<file path="config.mk">
export PLATFORM = sky130hd
export DESIGN_NAME = vec_ldst_seq
export DESIGN_NICKNAME = d
export VERILOG_FILES = /design/src/rtl/vls_pkg.sv /design/src/rtl/vls_decode.sv /design/src/rtl/vls_lane.sv /design/src/rtl/vec_ldst_seq.sv
export SDC_FILE = /design/constraint.sdc
export NUM_CORES = 1
export LEC_CHECK = 0
export ABC_AREA = 0
export BUFFER_PORTS_ARGS = -buffer_cell sky130_fd_sc_hd__buf_2
export CAP_MARGIN = 20
export CORE_AREA = 2 2 185 187
export DETAILED_ROUTE_END_ITERATION = 10
export DIE_AREA = 0 0 187 189
export GPL_TIMING_DRIVEN = 0
export PLACE_DENSITY = 0.82
export SKIP_CTS_REPAIR_TIMING = 1
export SYNTH_ARGS = -nofsm -noshare
export SYNTH_HDL_FRONTEND = slang
export SYNTH_SLANG_ARGS = --single-unit
</file>
<file path="constraint.sdc">
create_clock -name clk -period 8.7 [get_ports clk]
set_input_delay 0.435 -clock clk [delete_from_list [all_inputs] [get_ports clk]]
set_output_delay 0.435 -clock clk [all_outputs]
set_load 0.01 [all_outputs]
</file>
<file path="src/rtl/vls_pkg.sv">
package vls_pkg;

   typedef enum logic [1:0] {
      SQ_IDLE = 2'd0,
      SQ_RUN  = 2'd1,
      SQ_FIN  = 2'd2
   } seq_state_t;

   localparam logic [1:0] SIZE_RSVD = 2'd3;

   function automatic logic eci_is_reserved(input logic [2:0] code);
      return (code == 3'd3) || (code == 3'd6) || (code == 3'd7);
   endfunction

endpackage

</file>
<file path="src/rtl/vls_decode.sv">
module vls_decode
   import vls_pkg::*;
#(
   parameter int ADDR_W    = 32,
   parameter int IMM_W     = 7,
   parameter int RIDX_W    = 4,
   parameter int VIDX_W    = 4,
   parameter int NUM_VREGS = 8
) (
   input  logic [RIDX_W-1:0] base_idx,
   input  logic [IMM_W-1:0]  imm,
   input  logic              add_off,
   input  logic              pre_idx,
   input  logic              wback,
   input  logic [1:0]        esize_code,
   input  logic [VIDX_W-1:0] vreg_idx,
   input  logic [2:0]        eci,
   input  logic [ADDR_W-1:0] base_val,
   output logic              rej_undef,
   output logic              rej_state,
   output logic [ADDR_W-1:0] first_addr,
   output logic [ADDR_W-1:0] new_base
);
   localparam logic [RIDX_W-1:0] IDX_PC = RIDX_W'(15);
   localparam logic [RIDX_W-1:0] IDX_SP = RIDX_W'(13);

   if (RIDX_W < 4) begin : g_ridx_chk
      $error("vls_decode: RIDX_W must be at least 4");
   end
   if (ADDR_W <= IMM_W + 2) begin : g_addr_chk
      $error("vls_decode: ADDR_W too small for the scaled offset");
   end

   logic [ADDR_W-1:0] mag;
   logic [ADDR_W-1:0] offs;
   logic              bad_base, bad_vreg, bad_size, other_enc;

   assign mag   = ADDR_W'(imm) << esize_code;
   assign offs  = add_off ? mag : (~mag + ADDR_W'(1));

   assign bad_base  = (base_idx == IDX_PC) || ((base_idx == IDX_SP) && wback);
   assign bad_vreg  = {1'b0, vreg_idx} >= (VIDX_W + 1)'(NUM_VREGS);
   assign bad_size  = (esize_code == SIZE_RSVD);
   assign other_enc = !pre_idx && !wback;

   assign rej_undef  = bad_base || bad_vreg || bad_size || other_enc;
   assign rej_state  = !rej_undef && eci_is_reserved(eci);
   assign new_base   = base_val + offs;
   assign first_addr = pre_idx ? new_base : base_val;

endmodule

</file>
<file path="src/rtl/vls_lane.sv">
module vls_lane #(
   parameter int VEC_BYTES = 16,
   parameter int DATA_W    = 32
) (
   input  logic [VEC_BYTES*8-1:0]       vec_q,
   input  logic [$clog2(VEC_BYTES)-1:0] bptr,
   input  logic [1:0]                   esize_code,
   input  logic                         wr_en,
   input  logic [DATA_W-1:0]            rdata,
   output logic [VEC_BYTES*8-1:0]       vec_d,
   output logic [DATA_W-1:0]            wdata
);
   localparam int BW  = $clog2(VEC_BYTES);
   localparam int DB  = DATA_W / 8;
   localparam int DBW = $clog2(DB);

   if (DATA_W < 32 || (DATA_W % 8) != 0 || (DB & (DB - 1)) != 0) begin : g_dw_chk
      $error("vls_lane: DATA_W must be a power-of-two byte count of at least 4 bytes");
   end
   if (VEC_BYTES < DB) begin : g_vb_chk
      $error("vls_lane: VEC_BYTES must hold at least one data word");
   end

   logic [DBW-1:0] emask;
   assign emask = DBW'((32'd1 << esize_code) - 32'd1);

   // register byte merge: one slice per vector byte
   for (genvar b = 0; b < VEC_BYTES; b++) begin : g_vbyte
      logic           in_elem;
      logic [DBW-1:0] boff;
      assign in_elem = (BW'(b) >> esize_code) == (bptr >> esize_code);
      assign boff    = DBW'(b) & emask;
      assign vec_d[b*8 +: 8] = (wr_en && in_elem) ? rdata[{boff, 3'b000} +: 8]
                                                  : vec_q[b*8 +: 8];
   end

   // store data: element bytes in the low lanes, zero above
   for (genvar j = 0; j < DB; j++) begin : g_wbyte
      logic [BW-1:0] src;
      assign src = bptr + BW'(j);
      assign wdata[j*8 +: 8] = (32'(j) < (32'd1 << esize_code)) ? vec_q[{src, 3'b000} +: 8]
                                                                : 8'h00;
   end

endmodule

</file>
<file path="src/rtl/vec_ldst_seq.sv">
module vec_ldst_seq
   import vls_pkg::*;
#(
   parameter int ADDR_W    = 32,
   parameter int DATA_W    = 32,
   parameter int VEC_BYTES = 16,
   parameter int IMM_W     = 7,
   parameter int RIDX_W    = 4,
   parameter int VIDX_W    = 4,
   parameter int NUM_VREGS = 8
) (
   input  logic                   clk,
   input  logic                   rst_n,
   input  logic                   start,
   input  logic [RIDX_W-1:0]      base_idx,
   input  logic [IMM_W-1:0]       imm,
   input  logic                   add_off,
   input  logic                   pre_idx,
   input  logic                   wback,
   input  logic                   is_load,
   input  logic [1:0]             esize_code,
   input  logic [VIDX_W-1:0]      vreg_idx,
   input  logic [2:0]             eci,
   input  logic [ADDR_W-1:0]      base_val,
   input  logic [VEC_BYTES-1:0]   lane_mask,
   input  logic [VEC_BYTES*8-1:0] vec_in,
   output logic                   busy,
   output logic                   done,
   output logic                   undef,
   output logic                   inv_state,
   output logic                   wb_en,
   output logic [RIDX_W-1:0]      wb_idx,
   output logic [ADDR_W-1:0]      wb_val,
   output logic [VEC_BYTES*8-1:0] vec_out,
   output logic                   mem_req_valid,
   input  logic                   mem_req_ready,
   output logic [ADDR_W-1:0]      mem_addr,
   output logic [1:0]             mem_size,
   output logic                   mem_we,
   output logic [DATA_W-1:0]      mem_wdata,
   input  logic [DATA_W-1:0]      mem_rdata
);
   localparam int BW    = $clog2(VEC_BYTES);
   localparam int VEC_W = VEC_BYTES * 8;

   if (VEC_BYTES < 4 || (VEC_BYTES & (VEC_BYTES - 1)) != 0) begin : g_vb_chk
      $error("vec_ldst_seq: VEC_BYTES must be a power of two, at least 4");
   end

   // ---------------- decode at start ----------------
   logic              dec_undef, dec_state;
   logic [ADDR_W-1:0] dec_first, dec_base;

   vls_decode #(
      .ADDR_W(ADDR_W), .IMM_W(IMM_W), .RIDX_W(RIDX_W),
      .VIDX_W(VIDX_W), .NUM_VREGS(NUM_VREGS)
   ) u_dec (
      .base_idx(base_idx), .imm(imm), .add_off(add_off), .pre_idx(pre_idx),
      .wback(wback), .esize_code(esize_code), .vreg_idx(vreg_idx), .eci(eci),
      .base_val(base_val), .rej_undef(dec_undef), .rej_state(dec_state),
      .first_addr(dec_first), .new_base(dec_base)
   );

   // ---------------- sequencer state ----------------
   seq_state_t         state;
   logic [BW-1:0]      bptr;
   logic [ADDR_W-1:0]  addr_q;
   logic [1:0]         size_q;
   logic               load_q, wb_q, undef_q, state_q;
   logic [VEC_BYTES-1:0] mask_q;
   logic [VEC_W-1:0]   vreg_q;
   logic [ADDR_W-1:0]  nbase_q;
   logic [RIDX_W-1:0]  bidx_q;

   logic              accept, active, step, hs, last;
   logic [BW:0]       esz, bptr_nxt;
   logic [VEC_W-1:0]  vreg_d;

   assign accept   = start && (state == SQ_IDLE);
   assign active   = mask_q[bptr];
   assign esz      = (BW + 1)'(1) << size_q;
   assign bptr_nxt = {1'b0, bptr} + esz;
   assign last     = (bptr_nxt >= (BW + 1)'(VEC_BYTES));
   assign step     = (state == SQ_RUN) && (!active || mem_req_ready);
   assign hs       = mem_req_valid && mem_req_ready;

   vls_lane #(.VEC_BYTES(VEC_BYTES), .DATA_W(DATA_W)) u_lane (
      .vec_q(vreg_q), .bptr(bptr), .esize_code(size_q), .wr_en(hs && load_q),
      .rdata(mem_rdata), .vec_d(vreg_d), .wdata(mem_wdata)
   );

   always_ff @(posedge clk or negedge rst_n) begin
      if (!rst_n) begin
         state   <= SQ_IDLE;
         bptr    <= '0;
         addr_q  <= '0;
         size_q  <= '0;
         load_q  <= 1'b0;
         wb_q    <= 1'b0;
         undef_q <= 1'b0;
         state_q <= 1'b0;
         mask_q  <= '0;
         vreg_q  <= '0;
         nbase_q <= '0;
         bidx_q  <= '0;
      end else begin
         unique case (state)
            SQ_IDLE: if (accept) begin
               bptr    <= '0;
               addr_q  <= dec_first;
               size_q  <= esize_code;
               load_q  <= is_load;
               wb_q    <= wback;
               undef_q <= dec_undef;
               state_q <= dec_state;
               mask_q  <= lane_mask;
               vreg_q  <= vec_in;
               nbase_q <= dec_base;
               bidx_q  <= base_idx;
               state   <= (dec_undef || dec_state) ? SQ_FIN : SQ_RUN;
            end
            SQ_RUN: if (step) begin
               vreg_q <= vreg_d;
               bptr   <= bptr_nxt[BW-1:0];
               addr_q <= addr_q + ADDR_W'(esz);
               if (last) state <= SQ_FIN;
            end
            SQ_FIN:  state <= SQ_IDLE;
            default: state <= SQ_IDLE;
         endcase
      end
   end

   // ---------------- outputs ----------------
   assign busy          = (state != SQ_IDLE);
   assign done          = (state == SQ_FIN);
   assign undef         = done && undef_q;
   assign inv_state     = done && state_q;
   assign wb_en         = done && wb_q && !undef_q && !state_q;
   assign wb_idx        = bidx_q;
   assign wb_val        = nbase_q;
   assign vec_out       = vreg_q;
   assign mem_req_valid = (state == SQ_RUN) && active;
   assign mem_addr      = addr_q;
   assign mem_size      = size_q;
   assign mem_we        = !load_q;

   // ---------------- assertions ----------------
   AST_REQ_HOLD: assert property (@(posedge clk) disable iff (!rst_n)
      (mem_req_valid && !mem_req_ready) |=> (mem_req_valid && $stable(mem_addr))) else $error("request dropped or moved while stalled");
   AST_ADDR_STEP: assert property (@(posedge clk) disable iff (!rst_n)
      (step && !last) |=> (mem_addr == $past(mem_addr) + ADDR_W'($past(esz)))) else $error("address did not advance by one element");
   AST_DONE_PULSE: assert property (@(posedge clk) disable iff (!rst_n)
      done |=> !done) else $error("done longer than one cycle");
   AST_IDLE_QUIET: assert property (@(posedge clk) disable iff (!rst_n)
      !busy |-> !mem_req_valid) else $error("request while idle");
   AST_REJECT_QUIET: assert property (@(posedge clk) disable iff (!rst_n)
      (busy && (undef_q || state_q)) |-> !mem_req_valid) else $error("rejected transfer touched memory");
   AST_REJECT_NO_WB: assert property (@(posedge clk) disable iff (!rst_n)
      (undef || inv_state) |-> !wb_en) else $error("writeback on rejected transfer");
   AST_FLAG_EXCL: assert property (@(posedge clk) disable iff (!rst_n)
      !(undef && inv_state)) else $error("both rejection flags raised");

endmodule

</file>
==> flow_summary.yaml <==
detailed_routing:
  drt_pass1_iterations: 6
  drt_wl_total_mm: 91.76
  vias_per_cell: 6.930
  wl_per_cell_um: 31.05
  antenna_left: 0
  vias: 20479
  drtIter0Drc: 2900
  route.detailed.drc: 0
clock_tree:
  root_buffer: "clkbuf_16"
  htree_levels: 1
  clockBufferDepth: 3
  clkSlewWorstSetupHoldPaths_ns: 0.06
  clkLatencyLatePin_ns: 0.57
  numCtsBuffers: 27
  numClockSinks: 224
  cts_tree: "done"
power:
  power.density_cell_area_mw_per_mm2: 445.7
  finalPower_uw: 9988
  peakVddDrop_v: 0.0002094
  leakage_uw: 0.009962
timing:
  fin_skew_ns: 0.009632
  rsz0062_at_grt: "no"
  max_freq_ghz: 0.1468
  finalCritPeriodShare_pct: 78.28
  slew_headroom_pct: 11.67
  finalHoldViolations: 0
  slew_violations: 0
  tightest_slew_ns: 1.320
  period_needed_ns: 6.810
  setup_viol: 0
  finalSetupTns_ns: 0
placed_design:
  gp_congestion: 1.071
  placed_area_mm2: 0.02126
  post-dp-hpwl_mm: 72.10
  portBuffers: 466
critical_path:
  reg2reg_from: "mem_size[1]$_DFFE_PN0P_"
  reg2reg_depth: 12
  worstSetupEndpointType: "output pin"
  arrival_ns: 6.38
  timing.rr.end: "vec_out[85]$_DFFE_PN0P_"
  cp-start-kind: "register"
  r2r_slack_ns: 3.71
  required_ns: 8.27
  crit_fanout: 10
  crit_type: "reg -> out"
min_path:
  whs_path_depth: 3
  min_to: "mask_q[8]$_DFFE_PN0P_"
  holdCritStartpoint: "lane_mask[8]"
  min_path_type: "in -> reg"
cells_and_area:
  design_area_mm2: 0.02241
  nets: 2775
  syn_to_final_growth_pct: 22.64
  final_util_pct: 67.34
  drive_gt1_share_pct: 30.91
die:
  initial_utilization_pct: 54.91
  core_mm2: 0.03328
  num_rows: 67
  ioPinCount: 473
  dieArea_mm2: 0.03534
  die_h_um: 189
  die_width_um: 187
synth:
  synthFlopType: "dfrtp_1"
  syn_area_mm2: 0.01827
  ys_types: 85
  synth_fp_nets: 2262
  ys_seq_area_share_pct: 30.67
  syn_avg_cell_area_um2: 9.271
  async_flop_share_pct: 100.0
  synth_edf_count: 0
  yosys_warnings: 0
  synth_seq_cells: 224
  syn_inst: 1971
global_routing:
  antenna_found_initial: 6
  grt_use_total_pct: 51.70
  grt_overflow_total: 0
  grt_pass1_wl_mm: 132.5
  grt_pass1_vias: 19669
  grt_max_degree: 120
run_status:
  outcome: "finished clean"
job:
  maxCapViolCount: 0
-- where the power goes --
group          switching, uW  internal, uW
sequential               831          1560
clock                    509           833
combinational           3800          2460
total                   5140          4850
-- worst max-delay path, cell delays in order, from the launching register on --
cell	delay [ns]
dfrtp_1	0.52
buf_2	0.34
buf_4	0.30
buf_2	0.33
buf_2	0.42
inv_1	0.14
ha_1	0.30
buf_2	0.36
clkbuf_1	0.71
clkbuf_1	0.79
mux4_2	0.35
mux2i_1	0.12
a211oi_1	0.80
buf_2	0.27
-- synth_stat cells, types with 5 or more instances --
master	instances	area share [%]
mux2i_1	54	3.0
nand3_1	29	0.79
a21oi_1	250	6.8
buf_6	6	0.37
a211oi_1	53	2.2
mux2_2	8	0.49
xor2_1	27	1.3
mux4_2	147	18
inv_1	35	0.72
and3_1	14	0.48
nor4_1	6	0.21
xnor2_1	34	1.6
clkbuf_1	68	1.4
ha_1	52	3.6
o31ai_1	5	0.21
o21ai_1	18	0.49
o21ai_0	173	4.7
o22ai_1	9	0.31
nor3_1	26	0.71
nand2_1	274	5.6
nor2_1	141	2.9
nand4_1	10	0.34
buf_2	35	0.96
buf_4	12	0.49
nor2b_1	44	1.5
a31oi_1	14	0.48
o21bai_1	8	0.33
or2_2	5	0.17
a21o_1	25	1.0
nand3b_1	6	0.25
and2_1	19	0.65
buf_1	22	0.45
o21a_1	10	0.41
o32a_1	9	0.49
dfrtp_1	224	31
nand2b_1	9	0.31
-- stage by stage --
stage               hold slack [ns]  cells  setup slack, ns
floorplan                    0.1394   1971            4.306
global placement             0.4494   2885            2.727
detailed placement           0.4565   2892            2.787
CTS                        -0.03713   2941            2.220
global route                0.05168   2952            1.905
finish                      0.05366   2955            1.890
-- how the worst max path moves through the flow --
stage	start	endpoint	slack [ns]	cells after the start
6_report	bptr[0]$_DFFE_PN0P_	mem_wdata[25]	1.89	13
5_1_grt	bptr[0]$_DFFE_PN0P_	mem_wdata[25]	1.90	13
4_1_cts	bptr[0]$_DFFE_PN0P_	mem_wdata[25]	2.22	13
3_5_place_dp	bptr[0]$_DFFE_PN0P_	mem_wdata[25]	2.79	13
3_3_place_gp	bptr[0]$_DFFE_PN0P_	mem_wdata[25]	2.73	13
2_1_floorplan	esize_code[0]	mem_addr[28]$_DFFE_PN0P_	4.31	18
-- cells by family after synthesis --
kind of cell	count (synthesis)	share of synthesized area, %
AOI/OAI and AO/OA	629	20.73
xor gates and xnor gates	62	3.074
adders and majority gates	55	3.889
buffers and inverters	178	4.389
DFF	224	30.67
muxes	210	21.64
and+or+nand+nor	613	15.60
-- placed cells by master, fill, tap and decap left out, types with 5 or more instances in the layout --
cell type,count
nand2_1,274
o21ai_0,170
buf_1,22
mux2i_1,54
a21o_1,25
bufinv_16,8
buf_2,502
nor2b_1,44
nand2b_1,9
and3_1,14
nor3_1,26
or2_2,5
nand3_1,29
nor2_1,141
nand4_1,10
o21bai_1,8
o21ai_1,21
o22ai_1,9
buf_4,20
a211oi_1,53
mux4_2,147
o31ai_1,5
buf_6,8
xnor2_1,34
o21a_1,10
a21oi_1,250
a31oi_1,14
clkbuf_1,69
mux2_2,8
dfrtp_1,224
nand3b_1,6
nor4_1,6
xor2_1,27
clkbuf_16,27
and2_1,19
inv_1,35
ha_1,52
o32a_1,9
-- metal layers --
layer  vias up  GRT usage [%]  part of all wire [%]
li1       8361              -                     -
met1      9772          57.64                    32
met2      1808          78.18                    43
met3       534          19.74                    13
met4         4          44.57                    11
met5         -              0                 0.032
-- final cells by class --
type	instances	area (um2)
multi-input combinational	1569	11870
fill	2758	10870
sequential	224	5605
timing repair buffer	484	2537
clock buffer	31	720.7
buffer	143	670.6
tap	448	560.5
clock inverter	18	311.5
inverter	35	131.4
antenna	3	7.507
-- sequential cells by signal, indices dropped and copies added, names as in the netlist --
| name | count |
|---|---|
| wb_idx | 4 |
| wb_val | 32 |
| mask_q | 16 |
| undef_q | 1 |
| state_q | 1 |
| mem_size | 2 |
| vec_out | 128 |
| bptr | 4 |
| state | 2 |
| mem_addr | 32 |
| load_q | 1 |
| wb_q | 1 |
Power figures use the tool's default switching activity.
